`src/rtl/ata_strb_pkg.sv`:
```
package ata_strb_pkg;

  localparam int WORD_W = 32;

  // field geometry of the packed timing word
  localparam int DRCV_LSB = 0;
  localparam int RCV_W    = 4;
  localparam int DACT_LSB = 4;
  localparam int ACT_W    = 5;
  localparam int CRCV_LSB = 9;
  localparam int CACT_LSB = 13;
  localparam int TIME_W   = CACT_LSB + ACT_W;     // bits covering strobe timings
  localparam int DSET_LSB = 22;
  localparam int SET_W    = 3;
  localparam int CSET_LSB = DSET_LSB + SET_W;
  localparam int FLAG_LSB = 28;
  localparam int FLAG_W   = 4;

  localparam int CNT_W = (ACT_W > RCV_W) ? ((ACT_W > SET_W) ? ACT_W : SET_W)
                                         : ((RCV_W > SET_W) ? RCV_W : SET_W);

  localparam logic [WORD_W-1:0] MASK_PIO   = 32'hCFC3_FFFF;
  localparam logic [WORD_W-1:0] MASK_MWDMA = 32'h31C0_01FF;
  localparam logic [WORD_W-1:0] MASK_UDMA  = 32'h303C_0000;
  localparam logic [WORD_W-1:0] MASK_FULL  = '1;

  typedef enum logic [1:0] {
    CFG_PIO   = 2'd0,
    CFG_MWDMA = 2'd1,
    CFG_UDMA  = 2'd2,
    CFG_FULL  = 2'd3
  } cfg_sel_e;

  typedef enum logic [1:0] {
    PH_IDLE   = 2'd0,
    PH_SETUP  = 2'd1,
    PH_ACTIVE = 2'd2,
    PH_RECOV  = 2'd3
  } phase_e;

  typedef struct packed {
    logic [SET_W-1:0] setup;
    logic [ACT_W-1:0] active;
    logic [RCV_W-1:0] recov;
  } cyc_tim_t;

  function automatic logic [WORD_W-1:0] upd_mask(input cfg_sel_e sel);
    logic [WORD_W-1:0] m;
    case (sel)
      CFG_PIO:   m = MASK_PIO;
      CFG_MWDMA: m = MASK_MWDMA;
      CFG_UDMA:  m = MASK_UDMA;
      default:   m = MASK_FULL;
    endcase
    return m;
  endfunction

endpackage

```
`src/rtl/ata_strb_timing_reg.sv`:
```
module ata_strb_timing_reg
  import ata_strb_pkg::*;
(
  input  logic              clk,
  input  logic              rst_n,
  input  logic              we,
  input  cfg_sel_e          sel,
  input  logic [WORD_W-1:0] wdata,
  output logic [WORD_W-1:0] word
);

  logic [WORD_W-1:0] word_q;
  logic [WORD_W-1:0] word_d;
  logic [WORD_W-1:0] mask;

  // next-state: merge only the bits the selected class owns
  always_comb begin
    mask   = upd_mask(sel);
    word_d = (word_q & ~mask) | (wdata & mask);
  end

  always_ff @(posedge clk or negedge rst_n) begin
    if (!rst_n) begin
      word_q <= '0;
    end else if (we) begin
      word_q <= word_d;
    end
  end

  assign word = word_q;

endmodule

```
`src/rtl/ata_strb_field_sel.sv`:
```
module ata_strb_field_sel
  import ata_strb_pkg::*;
(
  input  logic                 taskfile,
  input  logic [2*SET_W-1:0]   setup_bits,   // {cmd setup, data setup}
  input  logic [TIME_W-1:0]    strb_bits,    // {cmd act, cmd rcv, data act, data rcv}
  output cyc_tim_t             tim
);

  localparam int CSET_OFS = CSET_LSB - DSET_LSB;

  always_comb begin
    if (taskfile) begin
      tim.setup  = setup_bits[CSET_OFS +: SET_W];
      tim.active = strb_bits[CACT_LSB +: ACT_W];
      tim.recov  = strb_bits[CRCV_LSB +: RCV_W];
    end else begin
      tim.setup  = setup_bits[0 +: SET_W];
      tim.active = strb_bits[DACT_LSB +: ACT_W];
      tim.recov  = strb_bits[DRCV_LSB +: RCV_W];
    end
  end

endmodule

```
`src/rtl/ata_strb_phase_fsm.sv`:
```
module ata_strb_phase_fsm
  import ata_strb_pkg::*;
(
  input  logic     clk,
  input  logic     rst_n,
  input  logic     start,
  input  logic     start_write,
  input  cyc_tim_t tim,
  output logic     busy,
  output logic     dior_n,
  output logic     diow_n,
  output logic     done
);

  phase_e           phase_q, phase_d;
  logic [CNT_W-1:0] cnt_q, cnt_d;
  logic             wr_q;
  logic [ACT_W-1:0] act_q;
  logic [RCV_W-1:0] rcv_q;
  logic             dior_q, dior_d;
  logic             diow_q, diow_d;
  logic             done_q, done_d;
  logic             ld_en;
  logic             wr_eff;

  assign ld_en  = (phase_q == PH_IDLE) && start;
  assign wr_eff = ld_en ? start_write : wr_q;

  // next-state process
  always_comb begin
    phase_d = phase_q;
    cnt_d   = cnt_q;
    case (phase_q)
      PH_IDLE: begin
        if (start) begin
          if (tim.setup != '0) begin
            phase_d = PH_SETUP;
            cnt_d   = CNT_W'(tim.setup) - CNT_W'(1);
          end else begin
            phase_d = PH_ACTIVE;
            cnt_d   = CNT_W'(tim.active);
          end
        end
      end
      PH_SETUP: begin
        if (cnt_q == '0) begin
          phase_d = PH_ACTIVE;
          cnt_d   = CNT_W'(act_q);
        end else begin
          cnt_d = cnt_q - CNT_W'(1);
        end
      end
      PH_ACTIVE: begin
        if (cnt_q == '0) begin
          phase_d = PH_RECOV;
          cnt_d   = CNT_W'(rcv_q);
        end else begin
          cnt_d = cnt_q - CNT_W'(1);
        end
      end
      PH_RECOV: begin
        if (cnt_q == '0) begin
          phase_d = PH_IDLE;
        end else begin
          cnt_d = cnt_q - CNT_W'(1);
        end
      end
      default: phase_d = PH_IDLE;
    endcase
    dior_d = !((phase_d == PH_ACTIVE) && !wr_eff);
    diow_d = !((phase_d == PH_ACTIVE) &&  wr_eff);
    done_d = (phase_d == PH_RECOV) && (cnt_d == '0);
  end

  // state and registered strobes
  always_ff @(posedge clk or negedge rst_n) begin
    if (!rst_n) begin
      phase_q <= PH_IDLE;
      cnt_q   <= '0;
      dior_q  <= 1'b1;
      diow_q  <= 1'b1;
      done_q  <= 1'b0;
    end else begin
      phase_q <= phase_d;
      cnt_q   <= cnt_d;
      dior_q  <= dior_d;
      diow_q  <= diow_d;
      done_q  <= done_d;
    end
  end

  // per-cycle capture of direction and timings, enabled on acceptance
  always_ff @(posedge clk or negedge rst_n) begin
    if (!rst_n) begin
      wr_q  <= 1'b0;
      act_q <= '0;
      rcv_q <= '0;
    end else if (ld_en) begin
      wr_q  <= start_write;
      act_q <= tim.active;
      rcv_q <= tim.recov;
    end
  end

  assign busy   = (phase_q != PH_IDLE);
  assign dior_n = dior_q;
  assign diow_n = diow_q;
  assign done   = done_q;

endmodule

```
`src/rtl/ata_pio_strobe_gen.sv`:
```
module ata_pio_strobe_gen
  import ata_strb_pkg::*;
#(
  parameter int SYNC_STAGES = 2
)(
  input  logic        clk,
  input  logic        rst_n,
  input  logic        cfg_we,
  input  logic [1:0]  cfg_sel,
  input  logic [31:0] cfg_word,
  input  logic        req_valid,
  input  logic        req_write,
  input  logic        req_taskfile,
  output logic        busy,
  output logic        dior_n,
  output logic        diow_n,
  output logic        done,
  output logic        fifo_en,
  output logic        pio_bm_en,
  output logic        dma_en,
  output logic        udma_en
);

  logic [SYNC_STAGES-1:0] rst_sync_q;
  logic                   rst_int_n;
  logic [WORD_W-1:0]      word;
  cyc_tim_t               tim;
  logic                   start;
  logic                   busy_w;

  // asynchronous assert, synchronous release
  generate
    if (SYNC_STAGES == 1) begin : g_sync1
      always_ff @(posedge clk or negedge rst_n) begin
        if (!rst_n) rst_sync_q <= '0;
        else        rst_sync_q <= 1'b1;
      end
    end else begin : g_syncn
      always_ff @(posedge clk or negedge rst_n) begin
        if (!rst_n) rst_sync_q <= '0;
        else        rst_sync_q <= {rst_sync_q[SYNC_STAGES-2:0], 1'b1};
      end
    end
  endgenerate
  assign rst_int_n = rst_sync_q[SYNC_STAGES-1];

  ata_strb_timing_reg u_treg (
    .clk   (clk),
    .rst_n (rst_int_n),
    .we    (cfg_we),
    .sel   (cfg_sel_e'(cfg_sel)),
    .wdata (cfg_word),
    .word  (word)
  );

  ata_strb_field_sel u_fsel (
    .taskfile   (req_taskfile),
    .setup_bits (word[CSET_LSB+SET_W-1:DSET_LSB]),
    .strb_bits  (word[TIME_W-1:0]),
    .tim        (tim)
  );

  assign start = req_valid && !busy_w;

  ata_strb_phase_fsm u_fsm (
    .clk         (clk),
    .rst_n       (rst_int_n),
    .start       (start),
    .start_write (req_write),
    .tim         (tim),
    .busy        (busy_w),
    .dior_n      (dior_n),
    .diow_n      (diow_n),
    .done        (done)
  );

  assign busy      = busy_w;
  assign fifo_en   = word[FLAG_LSB+3];
  assign pio_bm_en = word[FLAG_LSB+2];
  assign dma_en    = word[FLAG_LSB+1];
  assign udma_en   = word[FLAG_LSB];

endmodule

```
`config.mk`:
```
export PLATFORM = sky130hd
export DESIGN_NAME = ata_pio_strobe_gen
export DESIGN_NICKNAME = d
export VERILOG_FILES = /design/src/rtl/ata_strb_pkg.sv /design/src/rtl/ata_strb_timing_reg.sv /design/src/rtl/ata_strb_field_sel.sv /design/src/rtl/ata_strb_phase_fsm.sv /design/src/rtl/ata_pio_strobe_gen.sv
export SDC_FILE = /design/constraint.sdc
export NUM_CORES = 1
export LEC_CHECK = 0
export BUFFER_PORTS_ARGS = -buffer_cell sky130_fd_sc_hd__buf_4
export CAP_MARGIN = 10
export CORE_MARGIN = 10
export CORE_UTILIZATION = 30
export CTS_BUF_LIST = sky130_fd_sc_hd__clkbuf_4
export CTS_CLUSTER_DIAMETER = 60
export CTS_CLUSTER_SIZE = 8
export DETAILED_ROUTE_END_ITERATION = 8
export GPL_ROUTABILITY_DRIVEN = 0
export GPL_TIMING_DRIVEN = 0
export SYNTH_ARGS = -nofsm -noshare
export SYNTH_HDL_FRONTEND = slang
export SYNTH_SLANG_ARGS = --single-unit
```
`constraint.sdc`:
```
create_clock -name clk -period 2.84 [get_ports clk]
set_clock_uncertainty 0.15 [all_clocks]
set_input_delay 0.142 -clock clk [delete_from_list [all_inputs] [get_ports clk]]
set_output_delay 0.142 -clock clk [all_outputs]
set_load 0.05 [all_outputs]
```
==> summary.md, run 1 <==
| Metric | Value |
|---|---|
| Yosys warnings | `0` |
| Syn Area/Cell | `11.7 sq um` |
| First-pass GRT wire length | `9240 um` |
| Worst VDD drop | `0.000371 V` |
| Largest net degree at the start of global routing | `~40` |
| Post-CTS Setup Inserts | `0` |
| CP cell instances | `inv_1, ha_1, nor4b_4, buf_4, a21boi_1, o21bai_1, o21ai_0, nor4_2` |
| GRT overflow | `0` |
| Slowest CP cell | `dfrtp_1` |
| Starting DRC count in detailed routing | `159` |
| Switching Fraction | `34.3%` |
| Max-cap violation count | `0` |
| Top cells by area, synth | `dfrtp_1 (51%), mux2_2 (13%), mux2i_1 (5.5%)` |
| Layout cell share with drive strength beyond 1 | `31.8%` |
| Area leader, netlist | `dfrtp_1` |
| Post-DRT Antenna Nets | `0` |
| RSZ-0062 raised after global routing | `no` |
| Post-Synthesis Cell Area | `2370 sq um` |
| Fin. Hold Viols | `0` |
| Comb pwr share | `~36%` |
| CTS buffer count | `5` |
| Initial antenna violation count | `0` |
| Top delay family on crit path | `simple AND/OR/NAND/NOR gates` |
| CTS clk-pin slew, worst paths | `~0.14 ns` |
| Core outline area | `7690 sq um` |
| Worst EP arrival | `2.43 ns` |
| CP Max Fanout | `10` |
| Post-CTS sizing | `0` |
| CTS tree | `yes` |
| All-Layer GR Usage | `approximately a tenth` |
| Clock buffer depth | `2` |
| Chip height | `~110 um` |
| N_diodes | `0` |
| PwrDens | `741 nW/um^2` |
| H-tree Lvls | `2` |
| Fill cells | `757` |
| Leakage | `1.44 nW` |
| Std cell rows | `32` |
| Final max-slew violation count | `0` |
| Vias post-DR | `1796` |
| Crit path largest cell delay | `0.44 ns` |
| TNS Setup | `0 ns` |
| FMAX | `435 MHz` |
| Wire length per cell | `around 14 um` |
| WL final | `5330 um` |
| Seq. cell area | `roughly 1300 sq um` |
| WP data required | `2.98 ns` |
| Clock root cell | `clkbuf_4` |
| Net Sw Power | `0.000830 W` |
| # hold bufs at CTS | `32` |
| Synth top area share | `50.7%` |
| Fin worst setup slack | `0.544 ns` |
| Die Footprint | `11800 sq um` |
| Worst-margin pin slew | `0.643 ns` |
| Seq/Total Area, Yosys | `52.9%` |
| Setup violations, final | `0` |
| DRC Markers | `0` |
| Synth Register Bits | `50` |
| Synth unique cells | `between 40 and 50` |
| Vias per Instance | `around 4.6` |
| Area grow syn2layout | `37.9%` |
| Vias in the first global route | `1945` |
| Status | `finished clean` |
| Io pins | `48` |
| CP startpoint kind | `register` |
| DP HPWL | `4020 um` |
| Port Buffer Count | `between 40 and 50` |
| Clk sink count | `50` |
| DR pass1 iterations | `4` |
| Fin nets | `330` |
| Clk network pwr share | `between 20% and 30%` |
| Syn nets | `roughly 250` |
| P_int | `0.00159 W` |
| Sequential Power Share | `between 40% and 50%` |
| Clk_lat worst skew | `~0.37 ns` |
| Fin crit share | `80.9%` |
| Synth Instances | `202` |
| Hold Crit Class | `input pin to register` |
| Crit path time final | `2.30 ns` |
| Footprint of the multi-input gates | `1050 sq um` |
| Die X | `between 100 and 150 um` |
| CP Capture Type | `register` |
| Worst path bufs/invs | `2` |
| Slew Limit Headroom | `57.1%` |
| Initial core utilization | `30.8%` |
| Worst slack at placement | `0.438 ns` |
| WS Path Type | `register to register` |
## path summary, 6_finish.rpt
kind / cells past startpoint / slack, ns / startpoint / end
max: 8 / 0.54 / u_fsm.cnt_q[0]$_DFF_PN0_ / u_fsm.done$_DFF_PN0_
min: 3 / 0.008 / req_valid / u_fsm.cnt_q[1]$_DFF_PN0_
max reg2reg: 8 / 0.54 / u_fsm.cnt_q[0]$_DFF_PN0_ / u_fsm.done$_DFF_PN0_
min reg2reg: 1 / 0.10 / rst_sync_q[1]$_DFF_PN0_ / asynchronous set/reset pin
max in group asynchronous: 1 / 1.67 / rst_sync_q[1]$_DFF_PN0_ / asynchronous set/reset pin
min in group asynchronous: 1 / 0.10 / rst_sync_q[1]$_DFF_PN0_ / asynchronous set/reset pin
## cell families after synthesis
group | share of synthesized area (%)
and+or+nand+nor | 10.7
adders and majority gates | 2.64
AOI/OAI and AO/OA | 10.5
xor gates and xnor gates | 0.740
DFF | 52.9
muxes | 19.4
buffers and inverters | 2.91
other | 0.158
## area by class of cell
type | count | share of cell area [%]
Clock buffer | 5 | 1.15
Clock inverter | 3 | 2.11
Tap cell | 102 | 3.91
Inverter | 6 | 0.689
Multi-Input combinational cell | 136 | 32.0
Timing Repair Buffer | 76 | 20.3
Buffer | 10 | 1.42
Sequential cell | 50 | 38.4
## metrics by stage
stage / util [%] / cell area, sq um / cells / total power [W] / hold WS, ns
final: 42.5 / 3270 / 388 / 0.00242 / 0.00805
after global routing: 42.5 / 3270 / 388 / 0.00259 / 0.0180
after CTS: 42.5 / 3270 / 388 / 0.00245 / 0.00531
after detailed placement: 36.9 / 2840 / 348 / 0.00190 / -0.222
after global placement: 36.7 / 2820 / 347 / 0.00188 / -0.224
after floorplan: - / 2370 / 202 / 0.00166 / -0.304
## layer usage
metal	part of all wire, %	GRT usage [%]	wire (um)	up-vias
li1	-	-	-	875
met1	47	12.5	2530	870
met2	47	15.3	2510	42
met3	3.9	2.48	210	9
met4	1.4	2.82	73	0
met5	0	0	0	-
## layout by cell type, fill, tap and decap left out, types with 2 or more instances in the layout
master	Yosys	final
dfstp_2	2	2
ha_1	5	5
nor3_1	2	2
clkbuf_4	0	5
dlygate4sd3_1	0	32
nor2_1	9	9
nand2b_1	4	4
dfrtp_1	48	47
clkbuf_1	7	7
a21oi_1	9	9
nand2_1	17	17
mux2_2	28	28
mux2i_1	13	13
a21o_1	2	2
buf_4	2	45
xnor2_1	2	2
inv_1	6	6
a311oi_1	2	2
bufinv_16	0	2
nor2b_1	5	5
o21ai_0	13	13
a21boi_0	2	2
## tightest hold or removal path: stages
cell and delay (ns):
buf_4 0.13, mux2i_1 0.08, a21oi_1 0.14
## power groups by stage
stage          sequential, W  combinational, W  clock, W
2_1_floorplan        0.00113          0.000533         0
5_1_grt              0.00108          0.000968  0.000549
6_report             0.00105          0.000864  0.000506
3_5_place_dp         0.00107          0.000826         0
4_1_cts              0.00105          0.000871  0.000521
3_3_place_gp         0.00108          0.000800         0
## synthesized netlist by cell type, drive strengths merged
library cell  number
nor2               9
dfstp              2
mux2              28
a311oi             2
a41oi              1
nor4b              1
clkbuf             7
a21boi             3
nand3              1
and3               1
nand2             18
nor3               2
ha                 5
or3b               1
a31oi              1
o21bai             1
xnor2              2
nor3b              1
or2                1
a211oi             1
o311a              1
dfrtp             48
a221oi             1
nand2b             4
nand3b             1
a32oi              1
inv                6
nor2b              5
conb               1
a21oi              9
mux2i             14
o221a              1
a21o               2
and2               1
o32a               1
nor4               1
o21ai             14
buf                3
Power figures use the tool's default switching activity.
==> run 2, diff against run 1 <==
--- a/config.mk
+++ b/config.mk
@@ -5,6 +5,7 @@
 export SDC_FILE = /design/constraint.sdc
 export NUM_CORES = 1
 export LEC_CHECK = 0
+export ABC_AREA = 1
 export BUFFER_PORTS_ARGS = -buffer_cell sky130_fd_sc_hd__buf_4
 export CAP_MARGIN = 10
 export CORE_MARGIN = 10
==> constraint.sdc (replaced) <==
create_clock -name clk -period 2 [get_ports clk]
set_clock_uncertainty 0.15 [all_clocks]
set_input_delay 0.1 -clock clk [delete_from_list [all_inputs] [get_ports clk]]
set_output_delay 0.1 -clock clk [all_outputs]
set_load 0.05 [all_outputs]
==> run 2 against run 1 <==
Against the previous run: clock-buffer cell count is 1 higher; worst setup slack lost 0.38 ns; die area rose by 5.2%; routed wire length up 8.9%; combinational power up 100%; first-iteration DRC count down 21%; register-to-register slack lost 0.38 ns; cell count up 22%; utilization grew 0.25 points; largest cell class unchanged; maximum frequency up 25%.
==> summary.md, run 2 <==
| Metric | Value |
|---|---|
| WS Path Type | `register to register` |
| Hold Path Depth | `5` |
| Core outline area | `8180 sq um` |
| Worst EP arrival | `1.98 ns` |
| R2R depth | `10` |
| Clock buffer depth | `2` |
| Fill cells | `808` |
| CP most frequent cell | `inv_2` |
| Comb pwr share | `45.8%` |
| Vias post-DR | `2116` |
| Most common cell after layout, fill and taps aside | `nand2_1` |
| Worst-margin pin slew | `roughly 0.53 ns` |
| Synth Instances | `275` |
| Largest net degree at the start of global routing | `27` |
| Synth top area share | `47.7%` |
| R2R Setup Slk | `0.17 ns` |
| R2R Path Start | `u_fsm.cnt_q[0]$_DFF_PN0_` |
| All-Layer GR Usage | `9.46%` |
| Area leader, netlist | `dfrtp_1` |
| Slew Limit Headroom | `64.7%` |
| Clk_lat worst skew | `0.37 ns` |
| CP Max Fanout | `6` |
| Post-Synthesis Cell Area | `2520 sq um` |
| DP HPWL | `4440 um` |
| Initial antenna violation count | `0` |
| Syn nets | `320` |
| Synth Register Bits | `50` |
| Number of synthesized flops with an enable pin | `0` |
| Hold Crit Class | `input pin to register` |
| Post-Layout Cell Count | `473` |
| First-pass GRT wire length | `10100 um` |
| Port Buffer Count | `43` |
| FFs w/ async S/R, synth | `100%` |
| Seq. cell area | `1250 sq um` |
| Crit path largest cell delay | `0.43 ns` |
| CTS buffer count | `5` |
| Vias in the first global route | `approximately 2200` |
| Leakage | `around 1.7 nW` |
| Fin nets | `approximately 400` |
| Worst VDD drop | `0.000415 V` |
| Net Sw Power | `approximately 0.0015 W` |
| CP startpoint kind | `register` |
| Post-DRT Antenna Nets | `0` |
| Highest-count cells in the layout ignoring fill and taps | `nand2_1 (67), buf_4 (49), dfrtp_1 (47)` |
| DP Cell Count | `approximately 420` |
| DR pass1 iterations | `4` |
| FMAX | `around 550 MHz` |
| Die X | `112 um` |
| N_diodes | `0` |
| Clock root cell | `clkbuf_4` |
| Die Footprint | `around 12000 sq um` |
| Final Power | `around 0.0038 W` |
| Main synth FF type | `dfrtp_1` |
| DP Area | `2990 sq um` |
| CP cell instances | `inv_2, ha_2, nand3_2, nor2_4, inv_2, o21ai_0, nand2_2, nor2_2, nand3_1, nor2_1` |
| Max-cap violation count | `0` |
| Io pins | `48` |
| Crit path time final | `1.83 ns` |
| Syn Area/Cell | `9.16 sq um` |
| Finished Cell Area | `3490 sq um` |
| CP Capture Type | `register` |
| Chip height | `112 um` |
| Switching Fraction | `40.1%` |
| Footprint of the multi-input gates | `1080 sq um` |
| Sequential Power Share | `~39%` |
| Clk network pwr share | `15.7%` |
| CTS clk-pin slew, worst paths | `0.15 ns` |
| Starting DRC count in detailed routing | `125` |
| DRC Markers | `0` |
| Vias per Instance | `around 4.5` |
| H-tree Lvls | `2` |
| Slowest CP cell | `dfrtp_1` |
| Seq/Total Area, Yosys | `49.8%` |
| Final max-slew violation count | `0` |
| CTS tree | `yes` |
| Hold_sp | `req_valid` |
| Status | `finished clean` |
| Synth unique cells | `34` |
| Synth cell count leaders | `nand2_1 (68), dfrtp_1 (48), inv_1 (35)` |
| Fin crit share | `91.6%` |
| Std cell rows | `33` |
| WL final | `5800 um` |
| Yosys warnings | `0` |
| Setup violations, final | `0` |
| Wire length per cell | `about 12 um` |
| PwrDens | `1090 nW/um^2` |
| Area grow syn2layout | `38.7%` |
| Top cells by area, synth | `dfrtp_1 (48%), mux2_2 (11%), nand2_1 (10%)` |
| Fin. Hold Viols | `0` |
| P_int | `0.00229 W` |
| Layout cell share with drive strength beyond 1 | `32.6%` |
| WP data required | `2.15 ns` |
| Worst setup path startpoint | `u_fsm.cnt_q[0]$_DFF_PN0_` |
| GRT overflow | `0` |
| Most frequent cell after synthesis | `nand2_1` |
| Clk sink count | `50` |
| Initial core utilization | `between 30% and 40%` |
## run 2: cell types whose count changed after synthesis, moves of 7 or more
cell	delta
clkbuf_1	-7
inv_2	+7
mux2i_1	-13
nand3_1	+12
nand2_1	+51
inv_1	+29
## run 2: critical path, delay by kind of cell (launching register included)
family | cells | cell delay [ns]
and+or+nand+nor | 6 | 0.59
AOI/OAI and AO/OA | 1 | 0.25
buffers and inverters | 2 | 0.17
DFF | 1 | 0.43
adders and majority gates | 1 | 0.19
## run 2: timing repair
| item | CTS | global route |
|---|---|---|
| buffers inserted | 0 | 6 |
| resized for setup | 0 | 8 |
| endpoints found under the setup margin | 0 | 4 |
| hold buffers | 35 | 0 |
| endpoints found under the hold margin | 35 | 0 |
## run 2: layer usage
layer  vias to the layer above  global-route usage [%]  part of all wire (%)
li1                       1058                       -                     -
met1                       996                    11.1                    44
met2                        56                    16.7                    50
met3                         6                    1.99                   5.3
met4                         0                    3.00                   1.3
met5                         -                       0                     0
## run 2: power groups by stage
stage	Sequential (W)	Combinational, W	Clock, W
2_1_floorplan	0.00157	0.00109	0
3_3_place_gp	0.00149	0.00155	0
3_5_place_dp	0.00149	0.00159	0
4_1_cts	0.00147	0.00165	0.000615
5_1_grt	0.00150	0.00197	0.000640
6_report	0.00147	0.00175	0.000600
## run 2: final cells by class
| cell class | count | area share [%] |
|---|---|---|
| well taps | 105 | 3.76 |
| repair buffers | 85 | 21.1 |
| clock buffers | 6 | 1.29 |
| clock inverters | 2 | 1.07 |
| multi-input cells | 176 | 30.9 |
| inverters | 43 | 4.69 |
| plain buffers | 6 | 1.22 |
| flip-flops and latches | 50 | 35.9 |
## run 2: cells by family (layout without fill, tap and decap cells)
logic type	count (synthesis)	after routing	share of synthesized area, %
AO/OA/AOI/OAI	34	34	7.80
adder cells (fa/ha/maj)	5	5	2.48
buffers and inverters	49	142	8.20
other	1	1	0.149
multiplexers	24	24	10.7
flip-flops	50	50	49.8
AND/OR/NAND/NOR	112	112	20.9
## run 2: path summary, 6_finish.rpt
check                                             end
setup / recovery                 u_fsm.done$_DFF_PN0_
hold / removal               u_fsm.cnt_q[4]$_DFF_PN0_
setup reg to reg                 u_fsm.done$_DFF_PN0_
hold reg to reg            asynchronous set/reset pin
max in group asynchronous        u_fsm.done$_DFF_PN0_
min in group asynchronous  asynchronous set/reset pin
## run 2: through the flow
stage / utilization [%] / setup WS [ns] / setup TNS [ns] / hold WS (ns)
after floorplan: - / 0.297 / 0 / -0.346
after global placement: 36.4 / -0.192 / -8.75 / -0.267
after detailed placement: 36.6 / 0.102 / 0 / -0.266
after CTS: 41.9 / 0.0619 / 0 / 0.0446
after global routing: 42.7 / -0.0000624 / -0.0000624 / 0.109
final: 42.7 / 0.167 / 0 / 0.0654
